## src/rtl/mrinit_pkg.sv

```systemverilog
package mrinit_pkg;

    localparam int WORD_W        = 32;
    localparam int DDR_ADDR_W    = 13;
    localparam int LP_FIELD_W    = 8;
    localparam int PAYLOAD_W     = 20;
    localparam int DLL_RESET_BIT = 8;
    localparam logic [1:0] RANK_ALL = 2'b11;

    typedef enum logic [1:0] {
        MT_DDR3   = 2'd0,
        MT_LPDDR2 = 2'd1,
        MT_LPDDR3 = 2'd2,
        MT_RSVD   = 2'd3
    } mem_type_e;

    typedef enum logic [3:0] {
        OP_DESEL = 4'h1,
        OP_PREA  = 4'h2,
        OP_MRS   = 4'h3,
        OP_ZQCL  = 4'h4
    } cmd_op_e;

    typedef enum logic [1:0] {
        ST_IDLE,
        ST_ISSUE,
        ST_WAIT
    } seq_st_e;

    typedef struct packed {
        mem_type_e             mtype;
        logic [DDR_ADDR_W-1:0] mr0;
        logic [DDR_ADDR_W-1:0] mr1;
        logic [DDR_ADDR_W-1:0] mr2;
        logic [DDR_ADDR_W-1:0] mr3;
        logic [LP_FIELD_W-1:0] mr11;
    } cfg_t;

    typedef struct packed {
        logic [PAYLOAD_W-1:0] payload;
        logic [3:0]           gap_us;
        logic                 last;
    } step_t;

endpackage

```

## src/rtl/mrinit_step_rom.sv

```systemverilog
module mrinit_step_rom
    import mrinit_pkg::*;
#(
    parameter int STEP_W = 4
)(
    input  cfg_t              cfg,
    input  logic [STEP_W-1:0] idx,
    output step_t             step
);

    function automatic step_t mk(input logic [PAYLOAD_W-1:0] p,
                                 input logic [3:0] g, input logic l);
        step_t s;
        s.payload = p;
        s.gap_us  = g;
        s.last    = l;
        return s;
    endfunction

    function automatic logic [PAYLOAD_W-1:0] ddr_mrs(input logic [2:0] ba,
                                                     input logic [DDR_ADDR_W-1:0] a);
        return {ba, a, 4'(OP_MRS)};
    endfunction

    function automatic logic [PAYLOAD_W-1:0] lp_mrs(input logic [LP_FIELD_W-1:0] ma,
                                                    input logic [LP_FIELD_W-1:0] op);
        return {op, ma, 4'(OP_MRS)};
    endfunction

    logic [DDR_ADDR_W-1:0] mr0_dll;
    logic                  is_lp3;

    always_comb begin
        mr0_dll = cfg.mr0 | (DDR_ADDR_W'(1) << DLL_RESET_BIT);
        is_lp3  = (cfg.mtype == MT_LPDDR3);
        step    = mk('0, 4'd0, 1'b1);
        if (cfg.mtype == MT_DDR3) begin
            case (idx)
                STEP_W'(0): step = mk({16'b0, 4'(OP_DESEL)}, 4'd1, 1'b0);
                STEP_W'(1): step = mk({16'b0, 4'(OP_PREA)},  4'd0, 1'b0);
                STEP_W'(2): step = mk(ddr_mrs(3'd2, cfg.mr2), 4'd0, 1'b0);
                STEP_W'(3): step = mk(ddr_mrs(3'd3, cfg.mr3), 4'd0, 1'b0);
                STEP_W'(4): step = mk(ddr_mrs(3'd1, cfg.mr1), 4'd0, 1'b0);
                STEP_W'(5): step = mk(ddr_mrs(3'd0, mr0_dll), 4'd0, 1'b0);
                STEP_W'(6): step = mk({16'b0, 4'(OP_ZQCL)},  4'd0, 1'b1);
                default:    step = mk('0, 4'd0, 1'b1);
            endcase
        end else begin
            case (idx)
                STEP_W'(0): step = mk(lp_mrs(8'd63, 8'h00), 4'd10, 1'b0);
                STEP_W'(1): step = mk(lp_mrs(8'd10, 8'hFF), 4'd1, 1'b0);
                STEP_W'(2): step = mk(lp_mrs(8'd10, 8'hFF), 4'd1, 1'b0);
                STEP_W'(3): step = mk(lp_mrs(8'd1, cfg.mr1[LP_FIELD_W-1:0]), 4'd0, 1'b0);
                STEP_W'(4): step = mk(lp_mrs(8'd2, cfg.mr2[LP_FIELD_W-1:0]), 4'd0, 1'b0);
                STEP_W'(5): step = mk(lp_mrs(8'd3, cfg.mr3[LP_FIELD_W-1:0]), 4'd0, !is_lp3);
                STEP_W'(6): step = mk(lp_mrs(8'd11, cfg.mr11), 4'd0, 1'b1);
                default:    step = mk('0, 4'd0, 1'b1);
            endcase
        end
    end

endmodule

```

## src/rtl/mrinit_gap_timer.sv

```systemverilog
module mrinit_gap_timer #(
    parameter int CNT_W = 11
)(
    input  logic             clk,
    input  logic             rst_n,
    input  logic             load,
    input  logic [CNT_W-1:0] load_val,
    output logic             expire
);

    logic [CNT_W-1:0] cnt_d, cnt_q;

    always_comb begin
        cnt_d = cnt_q;
        if (load)
            cnt_d = load_val;
        else if (cnt_q != '0)
            cnt_d = cnt_q - 1'b1;
    end

    always_ff @(posedge clk or negedge rst_n) begin
        if (!rst_n) cnt_q <= '0;
        else        cnt_q <= cnt_d;
    end

    assign expire = (cnt_q == CNT_W'(1));

    AST_GAP_NONZERO: assert property (@(posedge clk) disable iff (!rst_n)
        load |-> load_val != '0);
    AST_GAP_COUNTDOWN: assert property (@(posedge clk) disable iff (!rst_n)
        (!load && cnt_q > CNT_W'(1)) |=> cnt_q == $past(cnt_q) - 1'b1);

endmodule

```

## src/rtl/mrinit_seq.sv

```systemverilog
module mrinit_seq
    import mrinit_pkg::*;
#(
    parameter int CYC_PER_US = 125,
    parameter int STEP_W     = 4
)(
    input  logic                  clk,
    input  logic                  rst_n,
    input  logic                  start,
    input  logic [1:0]            mem_type,
    input  logic [DDR_ADDR_W-1:0] mr0,
    input  logic [DDR_ADDR_W-1:0] mr1,
    input  logic [DDR_ADDR_W-1:0] mr2,
    input  logic [DDR_ADDR_W-1:0] mr3,
    input  logic [LP_FIELD_W-1:0] mr11,
    input  logic                  cmd_clr,
    output logic [WORD_W-1:0]     cmd_word,
    output logic                  busy,
    output logic                  done
);

    localparam int LONG_US = 10;
    localparam int GAP_W   = $clog2(LONG_US * CYC_PER_US + 1);
    localparam int PAD_W   = WORD_W - 1 - 2 - PAYLOAD_W;

    typedef struct packed {
        seq_st_e           st;
        logic [STEP_W-1:0] idx;
        cfg_t              cfg;
        logic              done;
    } regs_t;

    regs_t             q, d;
    step_t             step;
    logic              tmr_load;
    logic [GAP_W-1:0]  tmr_val;
    logic              tmr_expire;

    mrinit_step_rom #(.STEP_W(STEP_W)) u_rom (
        .cfg  (q.cfg),
        .idx  (q.idx),
        .step (step)
    );

    mrinit_gap_timer #(.CNT_W(GAP_W)) u_tmr (
        .clk      (clk),
        .rst_n    (rst_n),
        .load     (tmr_load),
        .load_val (tmr_val),
        .expire   (tmr_expire)
    );

    always_comb begin
        d        = q;
        d.done   = 1'b0;
        tmr_load = 1'b0;
        tmr_val  = GAP_W'(1);
        case (q.st)
            ST_IDLE: begin
                if (start) begin
                    d.st        = ST_ISSUE;
                    d.idx       = '0;
                    d.cfg.mtype = mem_type_e'(mem_type);
                    d.cfg.mr0   = mr0;
                    d.cfg.mr1   = mr1;
                    d.cfg.mr2   = mr2;
                    d.cfg.mr3   = mr3;
                    d.cfg.mr11  = mr11;
                end
            end
            ST_ISSUE: begin
                if (cmd_clr) begin
                    if (step.last) begin
                        d.st   = ST_IDLE;
                        d.done = 1'b1;
                    end else begin
                        d.st     = ST_WAIT;
                        d.idx    = q.idx + 1'b1;
                        tmr_load = 1'b1;
                        if (step.gap_us != 4'd0)
                            tmr_val = GAP_W'(32'(step.gap_us) * CYC_PER_US);
                    end
                end
            end
            ST_WAIT: begin
                if (tmr_expire)
                    d.st = ST_ISSUE;
            end
            default: d.st = ST_IDLE;
        endcase
    end

    always_ff @(posedge clk or negedge rst_n) begin
        if (!rst_n) begin
            q.st   <= ST_IDLE;
            q.idx  <= '0;
            q.cfg  <= '0;
            q.done <= 1'b0;
        end else begin
            q <= d;
        end
    end

    assign cmd_word = (q.st == ST_ISSUE) ? {1'b1, {PAD_W{1'b0}}, RANK_ALL, step.payload}
                                         : '0;
    assign busy = (q.st != ST_IDLE);
    assign done = q.done;

    AST_RANK_BOTH: assert property (@(posedge clk) disable iff (!rst_n)
        cmd_word[WORD_W-1] |-> cmd_word[21:20] == 2'b11);
    AST_HOLD_WORD: assert property (@(posedge clk) disable iff (!rst_n)
        (cmd_word[WORD_W-1] && !cmd_clr) |=> $stable(cmd_word));
    AST_DROP_START: assert property (@(posedge clk) disable iff (!rst_n)
        (cmd_word[WORD_W-1] && cmd_clr) |=> !cmd_word[WORD_W-1]);
    AST_DONE_ONE: assert property (@(posedge clk) disable iff (!rst_n)
        done |=> !done);
    AST_DONE_AFTER_CLR: assert property (@(posedge clk) disable iff (!rst_n)
        done |-> $past(cmd_word[WORD_W-1] && cmd_clr));
    AST_IDLE_QUIET: assert property (@(posedge clk) disable iff (!rst_n)
        !busy |-> !cmd_word[WORD_W-1]);
    AST_BUSY_ON_START: assert property (@(posedge clk) disable iff (!rst_n)
        (!busy && start) |=> busy);

endmodule

```

## config.mk

```make
export PLATFORM = sky130hd
export DESIGN_NAME = mrinit_seq
export DESIGN_NICKNAME = d
export VERILOG_FILES = /design/src/rtl/mrinit_pkg.sv /design/src/rtl/mrinit_step_rom.sv /design/src/rtl/mrinit_gap_timer.sv /design/src/rtl/mrinit_seq.sv
export SDC_FILE = /design/constraint.sdc
export NUM_CORES = 1
export LEC_CHECK = 0
export BUFFER_PORTS_ARGS = -buffer_cell sky130_fd_sc_hd__buf_4
export CORE_MARGIN = 2
export CORE_UTILIZATION = 49
export DETAILED_ROUTE_END_ITERATION = 8
export HOLD_SLACK_MARGIN = 0.1
export PLACE_DENSITY = 0.77
export SYNTH_ARGS = -nofsm -noshare
export SYNTH_HDL_FRONTEND = slang
export SYNTH_SLANG_ARGS = --single-unit
```

## constraint.sdc

```tcl
create_clock -name clk -period 2.1 [get_ports clk]
set_input_delay 0.42 -clock clk [delete_from_list [all_inputs] [get_ports clk]]
set_output_delay 0.42 -clock clk [all_outputs]
set_load 0.01 [all_outputs]
```

==> out/qor.yml <==
outcome:
  status: "complete, but fails checks"
  violations: "negative setup slack"
setup_path:
  worstPathArrival_ns: 2.21
  r2r_slack_ns: -0.20
  path_max_fanout: 6
  cp_cell_sequence: "buf_6, ha_4, buf_6, buf_4, a222oi_1, nand2b_1, a311oi_2, buf_4"
  critPathKind: "reg -> out"
  reg2regPathDepth: 10
  timing.rr.start: "q[63]"
  endpoint_kind: "primary output"
  cp.buffers_inverters: 4
  cp-start-kind: "register"
  cp_slowest_stage_delay_ns: 0.47
  crit_family: "buffers and inverters"
  cp_slowest_cell: "dfrtp_2"
  cp.required_ns: 1.68
  r2r-end: "u_tmr.cnt_q[5]"
sta:
  fin_worst_skew_ns: 0.006107
  fmax_ghz: 0.3807
  finalSetupTns_ns: -9.030
  rsz0062_at_grt: "true"
  fin_crit_ns: 2.627
  finalCritPeriodShare: 1.251
  fin_ws_ns: -0.5268
  setup_viol: 30
  hold_viol: 0
  fin_hold_ws_ns: 0.2374
  final-max-slew-violation-count: 0
synth:
  synth_seq_cells: 79
  synthCells: 506
  yosysUniqueCellTypes: 63
  synthFlopType: "dfrtp_1"
  yosys_warnings: 0
  synth_edf_count: 0
  async_reset_ff_frac: 1.000
  postSynthAreaPerCell_um2: 8.477
  synth_area_um2: 4289
  yosysSeqAreaShare: 0.4609
power:
  finalPower_mw: 9.383
  power_density_nw_per_um2: 1516
  switching_share: 0.4361
  p_leak_nw: 3.050
  p_comb_frac: 0.552
  pwr-share-clk: 0.130
  vdd.ir_drop.worst_mv: 0.6584
  p_switching_mw: 4.092
  pwr-share-seq: 0.318
  p_int_mw: 5.291
drt:
  detail-route-antenna-nets: 0
  finalWirelength_um: 13830
  via_per_inst: 5.734
  vias: 4381
  drc: 0
  first_pass_iters: 8
  wl_per_cell_um: 18.10
  drt-initial-drc-count: 418
global_routing:
  grt_pass1_vias: 4226
  grt_pass1_wl_um: 20960
  grt_overflow: 0
  grt_max_degree: 47
  antenna_found_initial: 0
  grtUsageTotal: 0.2737
clock_network:
  cts_buffers: 9
  path_clk_slew_ns: 0.10
  cts.sinks: 79
  htreeDepth: 3
  clock-root-buffer: "clkbuf_8"
  insertion_delay_ns: 0.36
  cts_tree: "built"
  cts_max_path_buffers: 2
placement:
  portBuffers: 88
  gp_congestion: 0.9551
  dp_cells: 725
  place_area_um2: 5425
  place_ws_ns: -0.2229
  dpl.hpwl_um: 9168
die:
  die_h_um: 97.56
  core_um2: 8593
  ios: 100
  dieArea_um2: 9518
  start_util: 0.4991
  rows: 34
  die_w_um: 97.56
cells_and_area:
  fin_nets: 726
  final_common_cell: "nand2_1"
  drive_above_1_share: 0.3902
  nFillCells: 595
  final_cells: 764
  fin_util: 0.7200
  n_antenna_cell: 0
  area_growth_pct: 44.25
  layout_common_cells: "nand2_1 (191), buf_4 (147), dfrtp_1 (77), buf_6 (17), conb_1 (10)"
  finalInstanceArea_um2: 6187
hold_path:
  holdCritStartpoint: "mr3[7]"
  min_to: "q[16]"
  worstHoldPathType: "in -> reg"
  whs_path_depth: 3
job:
  cap_violations: 0
Yosys cell counts, drive strengths merged, types with 4 or more instances:
cell | number | area share
inv | 13 | 0.011
a32oi | 9 | 0.018
xnor2 | 4 | 0.0082
nor2 | 12 | 0.011
dfrtp | 79 | 0.46
a311oi | 4 | 0.0082
ha | 9 | 0.026
a21oi | 8 | 0.0093
a22oi | 12 | 0.021
clkbuf | 25 | 0.023
nand2b | 8 | 0.012
a221oi | 4 | 0.0082
o21ai | 8 | 0.0093
a222oi | 5 | 0.012
buf | 19 | 0.028
nor3b | 4 | 0.0082
a31oi | 5 | 0.0073
nor3 | 15 | 0.018
nor4 | 5 | 0.0073
nand2 | 193 | 0.17
a22o | 6 | 0.012
o211a | 5 | 0.012
metal layers:
| layer | vias up | track usage | wire (um) |
|---|---|---|---|
| met5 | - | 0 | 0 |
| met4 | 0 | 0.09829 | 348 |
| met3 | 35 | 0.05755 | 1222 |
| met2 | 241 | 0.4308 | 6645 |
| met1 | 2088 | 0.3763 | 5614 |
| li1 | 2017 | - | - |
tightest hold or removal path, stage by stage:
cell	delay (ns)
buf_4	0.08
nand2_1	0.04
nand2_1	0.04
power by group through the flow:
stage | Combinational [mW] | Sequential [mW] | Clock [mW]
floorplan | 2.54 | 2.63 | 0
global placement | 3.92 | 2.87 | 0
detailed placement | 4.07 | 2.90 | 0
CTS | 4.53 | 2.90 | 1.23
global route | 5.57 | 3.04 | 1.29
finish | 5.18 | 2.98 | 1.22
how the worst max path moves through the flow:
stage                      from            to  slack, ns  depth (start not counted)
after floorplan           q[63]  cmd_word[15]      -0.02                          8
after global placement    q[63]  cmd_word[14]      -0.21                          7
after detailed placement  q[64]  cmd_word[15]      -0.22                          8
after CTS                 q[63]  cmd_word[14]      -0.48                          8
after global routing      q[63]  cmd_word[14]      -0.61                          8
final                     q[63]  cmd_word[14]      -0.53                          8
layout make-up:
class,count,area [um^2],area share
sequential,79,1979,0.3199
timing repair buffer,169,1365,0.2206
inverter,13,51.30,0.008291
multi-input combinational,379,2444,0.3949
tap,108,135.1,0.02184
clock inverter,7,88.84,0.01436
clock buffer,9,123.9,0.02002
sequential cells by signal (all words and copies together), names as in the netlist:
name,flops
q,67
done,1
u_tmr.cnt_q,11
timing repair:
item / CTS / global route
resized for setup: 47 / 42
pin swaps: 17 / 26
cloned: 0 / 1
hold endpoints to repair: 33 / 0
setup buffers: 9 / 12
hold buffers: 1 / 0
setup endpoints to repair: 34 / 34
cell families after synthesis:
logic type	after synthesis	synth area share
AND/OR/NAND/NOR	258	0.2596
AO/OA/AOI/OAI	90	0.1628
flip-flops	79	0.4609
buffers and inverters	57	0.06243
adder cells (fa/ha/maj)	9	0.02625
XOR/XNOR	6	0.01225
multiplexers	6	0.01488
other	1	0.0008743
Power figures use the tool's default switching activity.
